$ cat config.mk
export PLATFORM = sky130hd
export DESIGN_NAME = aux_req_ctrl
export DESIGN_NICKNAME = d
export VERILOG_FILES = /design/src/rtl/aux_req_pkg.sv /design/src/rtl/aux_hdr_pack.sv /design/src/rtl/aux_status_map.sv /design/src/rtl/aux_fail_count.sv /design/src/rtl/aux_req_ctrl.sv
export SDC_FILE = /design/constraint.sdc
export NUM_CORES = 1
export LEC_CHECK = 0
export BUFFER_PORTS_ARGS = -buffer_cell sky130_fd_sc_hd__buf_4
export CAP_MARGIN = 20
export CORE_MARGIN = 2
export CORE_UTILIZATION = 48
export DETAILED_ROUTE_END_ITERATION = 10
export PLACE_DENSITY_LB_ADDON = 0.2
export REMOVE_ABC_BUFFERS = 1
export SKIP_LAST_GASP = 1
export SLEW_MARGIN = 40
export SYNTH_ARGS = -nofsm -noshare
export SYNTH_HDL_FRONTEND = slang
export SYNTH_SLANG_ARGS = --single-unit
$ cat constraint.sdc
create_clock -name clk -period 3.8 [get_ports clk]
set_input_delay 0.38 -clock clk [delete_from_list [all_inputs] [get_ports clk]]
set_output_delay 0.38 -clock clk [all_outputs]
set_load 0.01 [all_outputs]
$ cat src/rtl/aux_req_pkg.sv
package aux_req_pkg;

    typedef enum logic [2:0] {
        ST_IDLE,
        ST_PUSH,
        ST_START,
        ST_WAIT,
        ST_RESP
    } ctrl_state_t;

    typedef enum logic [2:0] {
        ERR_NONE       = 3'd0,
        ERR_ADDR       = 3'd1,
        ERR_TOUT       = 3'd2,
        ERR_NACK       = 3'd3,
        ERR_DEFER      = 3'd4,
        ERR_NACK_DEFER = 3'd5,
        ERR_LINE       = 3'd6
    } err_code_t;

    typedef enum logic [1:0] {
        RSP_ACK    = 2'd0,
        RSP_DEFER  = 2'd1,
        RSP_REJECT = 2'd2
    } rsp_kind_t;

    localparam int FLAG_W   = 7;
    localparam int FL_DONE  = 0;
    localparam int FL_WADDR = 1;
    localparam int FL_TOUT  = 2;
    localparam int FL_NDEF  = 3;
    localparam int FL_LINE  = 4;
    localparam int FL_INACK = 5;
    localparam int FL_IDEF  = 6;

endpackage

$ cat src/rtl/aux_hdr_pack.sv
module aux_hdr_pack #(
    parameter int LEN_W = 8,
    parameter int IDX_W = LEN_W + 1
) (
    input  logic             rd,
    input  logic [19:0]      addr,
    input  logic [LEN_W-1:0] len,
    input  logic [IDX_W-1:0] idx,
    input  logic [7:0]       pay_byte,
    output logic [7:0]       byte_out,
    output logic [LEN_W-1:0] pay_idx
);

    localparam logic [IDX_W-1:0] HDR_BYTES = IDX_W'(4);

    logic [LEN_W-1:0] len_m1;

    always_comb begin
        len_m1  = len - LEN_W'(1);
        pay_idx = (idx >= HDR_BYTES) ? LEN_W'(idx - HDR_BYTES) : '0;
        unique case (idx)
            IDX_W'(0): byte_out = {3'b000, rd, addr[19:16]};
            IDX_W'(1): byte_out = addr[15:8];
            IDX_W'(2): byte_out = addr[7:0];
            IDX_W'(3): byte_out = 8'(len_m1);
            default:   byte_out = pay_byte;
        endcase
    end

endmodule

$ cat src/rtl/aux_status_map.sv
module aux_status_map
    import aux_req_pkg::*;
(
    input  logic              native,
    input  logic [FLAG_W-1:0] flags,
    output err_code_t         err
);

    always_comb begin
        err = ERR_NONE;
        if (native) begin
            if (flags[FL_DONE])       err = ERR_NONE;
            else if (flags[FL_WADDR]) err = ERR_ADDR;
            else if (flags[FL_TOUT])  err = ERR_TOUT;
            if (flags[FL_NDEF])       err = ERR_NACK;
            if (flags[FL_LINE])       err = ERR_LINE;
        end else if (flags[FL_DONE]) begin
            err = (flags[FL_INACK] || flags[FL_IDEF]) ? ERR_NACK : ERR_NONE;
        end else begin
            if (flags[FL_WADDR])      err = ERR_ADDR;
            else if (flags[FL_TOUT])  err = ERR_TOUT;
            if (flags[FL_NDEF])       err = ERR_NACK_DEFER;
            if (flags[FL_INACK])      err = ERR_NACK;
            if (flags[FL_IDEF])       err = ERR_DEFER;
            if (flags[FL_LINE])       err = ERR_LINE;
        end
    end

endmodule

$ cat src/rtl/aux_fail_count.sv
module aux_fail_count #(
    parameter int RETRY_DIV = 5
) (
    input  logic clk,
    input  logic rst_n,
    input  logic upd,
    input  logic native,
    input  logic fail,
    output logic pulse
);

    localparam int CNT_W = (RETRY_DIV > 2) ? $clog2(RETRY_DIV) : 1;
    localparam logic [CNT_W-1:0] CNT_LAST = CNT_W'(RETRY_DIV - 1);

    logic [CNT_W-1:0] cnt;

    always_ff @(posedge clk or negedge rst_n) begin
        if (!rst_n) begin
            cnt   <= '0;
            pulse <= 1'b0;
        end else begin
            pulse <= 1'b0;
            if (upd) begin
                if (!fail) begin
                    cnt <= '0;
                end else if (native) begin
                    if (cnt == CNT_LAST) begin
                        cnt   <= '0;
                        pulse <= 1'b1;
                    end else begin
                        cnt <= cnt + CNT_W'(1);
                    end
                end
            end
        end
    end

endmodule

$ cat src/rtl/aux_req_ctrl.sv
module aux_req_ctrl
    import aux_req_pkg::*;
#(
    parameter int LEN_W      = 8,
    parameter int NATIVE_MAX = 16,
    parameter int XFER_MAX   = 128,
    parameter int FIFO_LIM   = 128,
    parameter int RETRY_DIV  = 5,
    parameter int TMO_CYC    = 64
) (
    input  logic             clk,
    input  logic             rst_n,
    input  logic             req_valid,
    output logic             req_ready,
    input  logic             req_native,
    input  logic             req_read,
    input  logic [19:0]      req_addr,
    input  logic [LEN_W-1:0] req_len,
    output logic [LEN_W-1:0] pay_idx,
    input  logic [7:0]       pay_byte,
    output logic             fifo_valid,
    output logic             fifo_first,
    output logic [7:0]       fifo_byte,
    output logic             go_valid,
    output logic             go_i2c,
    output logic             go_no_addr,
    output logic             go_no_stop,
    input  logic [6:0]       st_flags,
    output logic             rsp_valid,
    input  logic             rsp_ready,
    output logic [1:0]       rsp_kind,
    output logic             rsp_i2c,
    output logic [2:0]       rsp_err,
    output logic             busy,
    output logic             reconfig
);

    localparam int IDX_W = LEN_W + 1;
    localparam int TMO_W = $clog2(TMO_CYC);
    localparam logic [IDX_W-1:0] NAT_LIM  = IDX_W'(NATIVE_MAX);
    localparam logic [IDX_W-1:0] XFER_LIM = IDX_W'(XFER_MAX);
    localparam logic [IDX_W-1:0] FIFO_CAP = IDX_W'(FIFO_LIM);
    localparam logic [TMO_W-1:0] TMO_LAST = TMO_W'(TMO_CYC - 1);

    ctrl_state_t      state, state_nx;
    logic             r_native, r_read;
    logic [19:0]      r_addr;
    logic [LEN_W-1:0] r_len;
    logic [IDX_W-1:0] idx, r_last;
    logic [TMO_W-1:0] timer;
    rsp_kind_t        kind_q;
    err_code_t        err_q, map_err;

    logic [IDX_W-1:0] len_x;
    logic             req_fire, req_zero, req_rej;
    logic             flags_any, tmo_hit, wait_end;

    always_comb begin
        len_x     = IDX_W'(req_len);
        req_fire  = req_valid && (state == ST_IDLE);
        req_zero  = (req_len == '0);
        req_rej   = (req_native && (len_x > NAT_LIM)) || (len_x > XFER_LIM) ||
                    (!req_read && ((len_x + IDX_W'(4)) > FIFO_CAP));
        flags_any = |st_flags;
        tmo_hit   = (timer == TMO_LAST);
        wait_end  = (state == ST_WAIT) && (flags_any || tmo_hit);
    end

    aux_hdr_pack #(.LEN_W(LEN_W), .IDX_W(IDX_W)) u_pack (
        .rd       (r_read),
        .addr     (r_addr),
        .len      (r_len),
        .idx      (idx),
        .pay_byte (pay_byte),
        .byte_out (fifo_byte),
        .pay_idx  (pay_idx)
    );

    aux_status_map u_map (
        .native (r_native),
        .flags  (st_flags),
        .err    (map_err)
    );

    aux_fail_count #(.RETRY_DIV(RETRY_DIV)) u_fail (
        .clk    (clk),
        .rst_n  (rst_n),
        .upd    (wait_end),
        .native (r_native),
        .fail   (!flags_any || (map_err != ERR_NONE)),
        .pulse  (reconfig)
    );

    // state register
    always_ff @(posedge clk or negedge rst_n) begin
        if (!rst_n) state <= ST_IDLE;
        else        state <= state_nx;
    end

    // next-state logic
    always_comb begin
        state_nx = state;
        unique case (state)
            ST_IDLE:  if (req_fire) state_nx = (req_zero || req_rej) ? ST_RESP : ST_PUSH;
            ST_PUSH:  if (idx == r_last) state_nx = ST_START;
            ST_START: state_nx = ST_WAIT;
            ST_WAIT:  if (flags_any || tmo_hit) state_nx = ST_RESP;
            ST_RESP:  if (rsp_ready) state_nx = ST_IDLE;
            default:  state_nx = ST_IDLE;
        endcase
    end

    // request, frame and reply registers
    always_ff @(posedge clk or negedge rst_n) begin
        if (!rst_n) begin
            r_native <= 1'b0;
            r_read   <= 1'b0;
            r_addr   <= '0;
            r_len    <= '0;
            idx      <= '0;
            r_last   <= '0;
            timer    <= '0;
            kind_q   <= RSP_ACK;
            err_q    <= ERR_NONE;
        end else begin
            unique case (state)
                ST_IDLE: if (req_fire) begin
                    r_native <= req_native;
                    r_read   <= req_read;
                    r_addr   <= req_addr;
                    r_len    <= req_len;
                    idx      <= '0;
                    r_last   <= req_read ? IDX_W'(3) : (len_x + IDX_W'(3));
                    kind_q   <= req_zero ? RSP_ACK : RSP_REJECT;
                    err_q    <= ERR_NONE;
                end
                ST_PUSH:  idx <= idx + IDX_W'(1);
                ST_START: timer <= '0;
                ST_WAIT: begin
                    if (flags_any) begin
                        err_q  <= map_err;
                        kind_q <= (map_err == ERR_NONE) ? RSP_ACK : RSP_DEFER;
                    end else if (tmo_hit) begin
                        err_q  <= ERR_TOUT;
                        kind_q <= RSP_DEFER;
                    end else begin
                        timer <= timer + TMO_W'(1);
                    end
                end
                ST_RESP: ;
                default: ;
            endcase
        end
    end

    // outputs
    always_comb begin
        req_ready  = (state == ST_IDLE);
        busy       = (state != ST_IDLE);
        fifo_valid = (state == ST_PUSH);
        fifo_first = (state == ST_PUSH) && (idx == '0);
        go_valid   = (state == ST_START);
        go_i2c     = go_valid && !r_native;
        go_no_addr = go_valid && !r_native;
        go_no_stop = go_valid && !r_native && !r_read;
        rsp_valid  = (state == ST_RESP);
        rsp_kind   = kind_q;
        rsp_err    = err_q;
        rsp_i2c    = !r_native;
    end

endmodule

==> results.sh <==
export IMPL_final_cell_mix="80 x buf_4, 66 x dfrtp_1, 49 x nand2_1"
export IMPL_synth_top_area_frac=0.433
export IMPL_grt_pass1_vias=3013
export IMPL_crit_fanout=9
export IMPL_gp_congestion=0.789
export IMPL_drive_gt1_frac=0.275
export IMPL_dpl_hpwl_mm=6.08
export IMPL_grt_max_degree=67
export IMPL_post_route_util=0.597
export IMPL_core_um2=7730
export IMPL_timing_clock_skew_ns=0.00772
export IMPL_cts_setup_buffers=0
export IMPL_combinationalPowerShare=0.517
export IMPL_clk_latency_ns=0.33
export IMPL_slowest_stage="a2111oi_2"
export IMPL_wl_mm=8.42
export IMPL_p_switching_mw=1.41
export IMPL_place_area_um2=4470
export IMPL_startpoint_type="flop"
export IMPL_syn_to_final_growth_pct=21.0
export IMPL_status="complete, no violations"
export IMPL_synthAdderAreaFrac=0.0426
export IMPL_final_common_cell="buf_4"
export IMPL_hold_path_class="in2async"
export IMPL_vdd_ir_drop_max_mv=0.411
export IMPL_path_delay_family="compound AO/OA/AOI/OAI gates"
export IMPL_p_clk_frac=0.132
export IMPL_seqPwrFrac=0.351
export IMPL_maxSlewViolCount=0
export IMPL_p_per_area_nw_per_um2=764
export IMPL_root_buffer="clkbuf_8"
export IMPL_cts_sinks=66
export IMPL_cap_violations=0
export IMPL_syn_inst=399
export IMPL_yosys_top_cells_area="dfrtp_1 43%, mux2_2 8.3%, nand2_1 4.9%"
export IMPL_stdcell_area_um2=4620
export IMPL_rows=32
export IMPL_finalHoldViolations=0
export IMPL_synth_xor_area_share=0.0643
export IMPL_yosys_warnings=0
export IMPL_start_util=0.494
export IMPL_synth_top_family_by_area="simple AND/OR/NAND/NOR gates"
export IMPL_max_stage_delay_ns=0.76
export IMPL_synth_edf_count=0
export IMPL_vias=3120
export IMPL_fp_dieW_um=93.2
export IMPL_io_pins=81
export IMPL_cts_htree_levels=3
export IMPL_io_buffers=80
export IMPL_cp_end_kind="output pin"
export IMPL_p_leak_nw=2.15
export IMPL_cp_arrival_ns=2.33
export IMPL_synthesis_area_um2=3820
export IMPL_p_int_mw=2.11
export IMPL_cts_hold_buffers=0
export IMPL_ys_seq_area_frac=0.433
export IMPL_cts_max_path_buffers=2
export IMPL_fin_crit_sh=0.713
export IMPL_cts_resized=0
export IMPL_critPathKind="reg2out"
export IMPL_rsz0062_at_grt="false"
export IMPL_synth_area_leader_cell="dfrtp_1"
export IMPL_drtPass1Iterations=4
export IMPL_synth_seq_cells=66
export IMPL_drcViolationCount=0
export IMPL_dieHeight_um=93.2
export IMPL_synth_cell_types=55
export IMPL_crit_path_cell_trace="inv_1, ha_1, a2111oi_2, nor2_1, buf_4"
export IMPL_synth_simple_area_share=0.181
export IMPL_tritoncts="done"
export IMPL_max_slew_margin=0.463
export IMPL_fin_tns_setup_ns=0
export IMPL_antenna_left=0
export IMPL_layout_nets=533
export IMPL_antenna_found_initial=0
export IMPL_setup_violations_final=0
export IMPL_muxShareOfSynthArea=0.0931
export IMPL_netSwitchingFraction=0.401
export IMPL_power_total_mw=3.53
export IMPL_min_period_ns=2.71
export IMPL_ys_async_sr_fraction=1.00
export IMPL_fmax_mhz=369
export IMPL_routedWlPerCell_um=14.6
export IMPL_cp_required_ns=3.42
export IMPL_path_clk_slew_ns=0.07
export IMPL_synth_compound_area_frac=0.142
export IMPL_drt_iter0_markers=147
export IMPL_synth_area_per_cell_um2=9.56
export IMPL_synthFlopType="dfrtp_1"
export IMPL_cts_made_buffers=9
export IMPL_cp_num_buf_inv=2
export IMPL_dieArea_um2=8680
export IMPL_routed_via_density=5.43
export IMPL_worst_pin_slew_ns=0.803
export IMPL_grt_usage=0.209
export IMPL_globalRoute_totalOverflow=0
export IMPL_grt_pass1_wl_mm=14.4
export IMPL_diodes=0
worst paths after layout:
check                             startpoint          to  slack (ns)  cells after the start
worst max register to register      state[0]  r_addr[18]        1.57                      4
worst max-delay path                  idx[0]  pay_idx[6]        1.09                      5
min in group clk                req_addr[14]  r_addr[14]        0.28                      2
worst min-delay path                   rst_n  rsp_err[2]        0.03                      1
max in group asynchronous              rst_n   r_addr[3]        3.34                      1
worst min register to register     r_last[8]   r_last[8]        0.50                      2
power by group through the flow:
stage | sequential (mW) | combinational, mW | clock, mW
finish | 1.24 | 1.82 | 0.467
global placement | 1.23 | 1.81 | 0
floorplan | 1.18 | 1.18 | 0
detailed placement | 1.24 | 1.83 | 0
CTS | 1.23 | 1.84 | 0.478
global route | 1.28 | 2.04 | 0.513
flip-flops by register name, indices dropped and copies added, names as in the netlist:
register      cells
timer             6
r_addr           20
r_read            1
r_last            9
u_fail.cnt        3
u_fail.pulse      1
rsp_err           3
r_native          1
r_len             8
idx               9
rsp_kind          2
state             3
metrics by stage:
| step | std cells | worst slack, ns | hold slack (ns) |
|---|---|---|---|
| 2_1_floorplan | 379 | 1.10 | 0.0844 |
| 3_3_place_gp | 562 | 1.50 | 0.487 |
| 3_5_place_dp | 562 | 1.46 | 0.488 |
| 4_1_cts | 575 | 1.08 | 0.171 |
| 5_1_grt | 575 | 0.889 | 0.0778 |
| 6_report | 575 | 1.09 | 0.0343 |
synthesized netlist by cell type, drive strengths merged (3+ instances only):
| library cell | number |
|---|---|
| dfrtp | 66 |
| o311ai | 3 |
| o31ai | 4 |
| nand2 | 50 |
| nor3 | 17 |
| and3 | 3 |
| inv | 23 |
| ha | 13 |
| nand3 | 18 |
| a222oi | 6 |
| o21ai | 33 |
| nor2b | 3 |
| nor4 | 3 |
| buf | 6 |
| nor2 | 25 |
| clkbuf | 14 |
| a21boi | 3 |
| a21o | 4 |
| xor2 | 12 |
| mux2i | 4 |
| xnor2 | 16 |
| mux2 | 28 |
| a21oi | 8 |
routing by layer:
layer / vias up / share of wire / wire length (um) / GRT usage
met1: 1499 / 0.47 / 3980 / 0.294
met3: 4 / 0.044 / 369 / 0.0451
li1: 1558 / - / - / -
met5: - / 0 / 0 / 0
met2: 59 / 0.48 / 4020 / 0.329
met4: 0 / 0.0057 / 48 / 0.0576
logic make-up after synthesis:
group	after synthesis
and+or+nand+nor	139
AOI/OAI and AO/OA	78
DFF	66
buffers and inverters	43
muxes	32
xor gates and xnor gates	28
adders and majority gates	13
layout make-up:
type,count,area [um^2]
clock buffers,12,135
clock inverters,1,5.00
fillers,673,3110
inverters,23,86.3
multi-input cells,290,2000
flip-flops and latches,66,1650
well taps,102,128
repair buffers,81,612
Power figures use the tool's default switching activity.
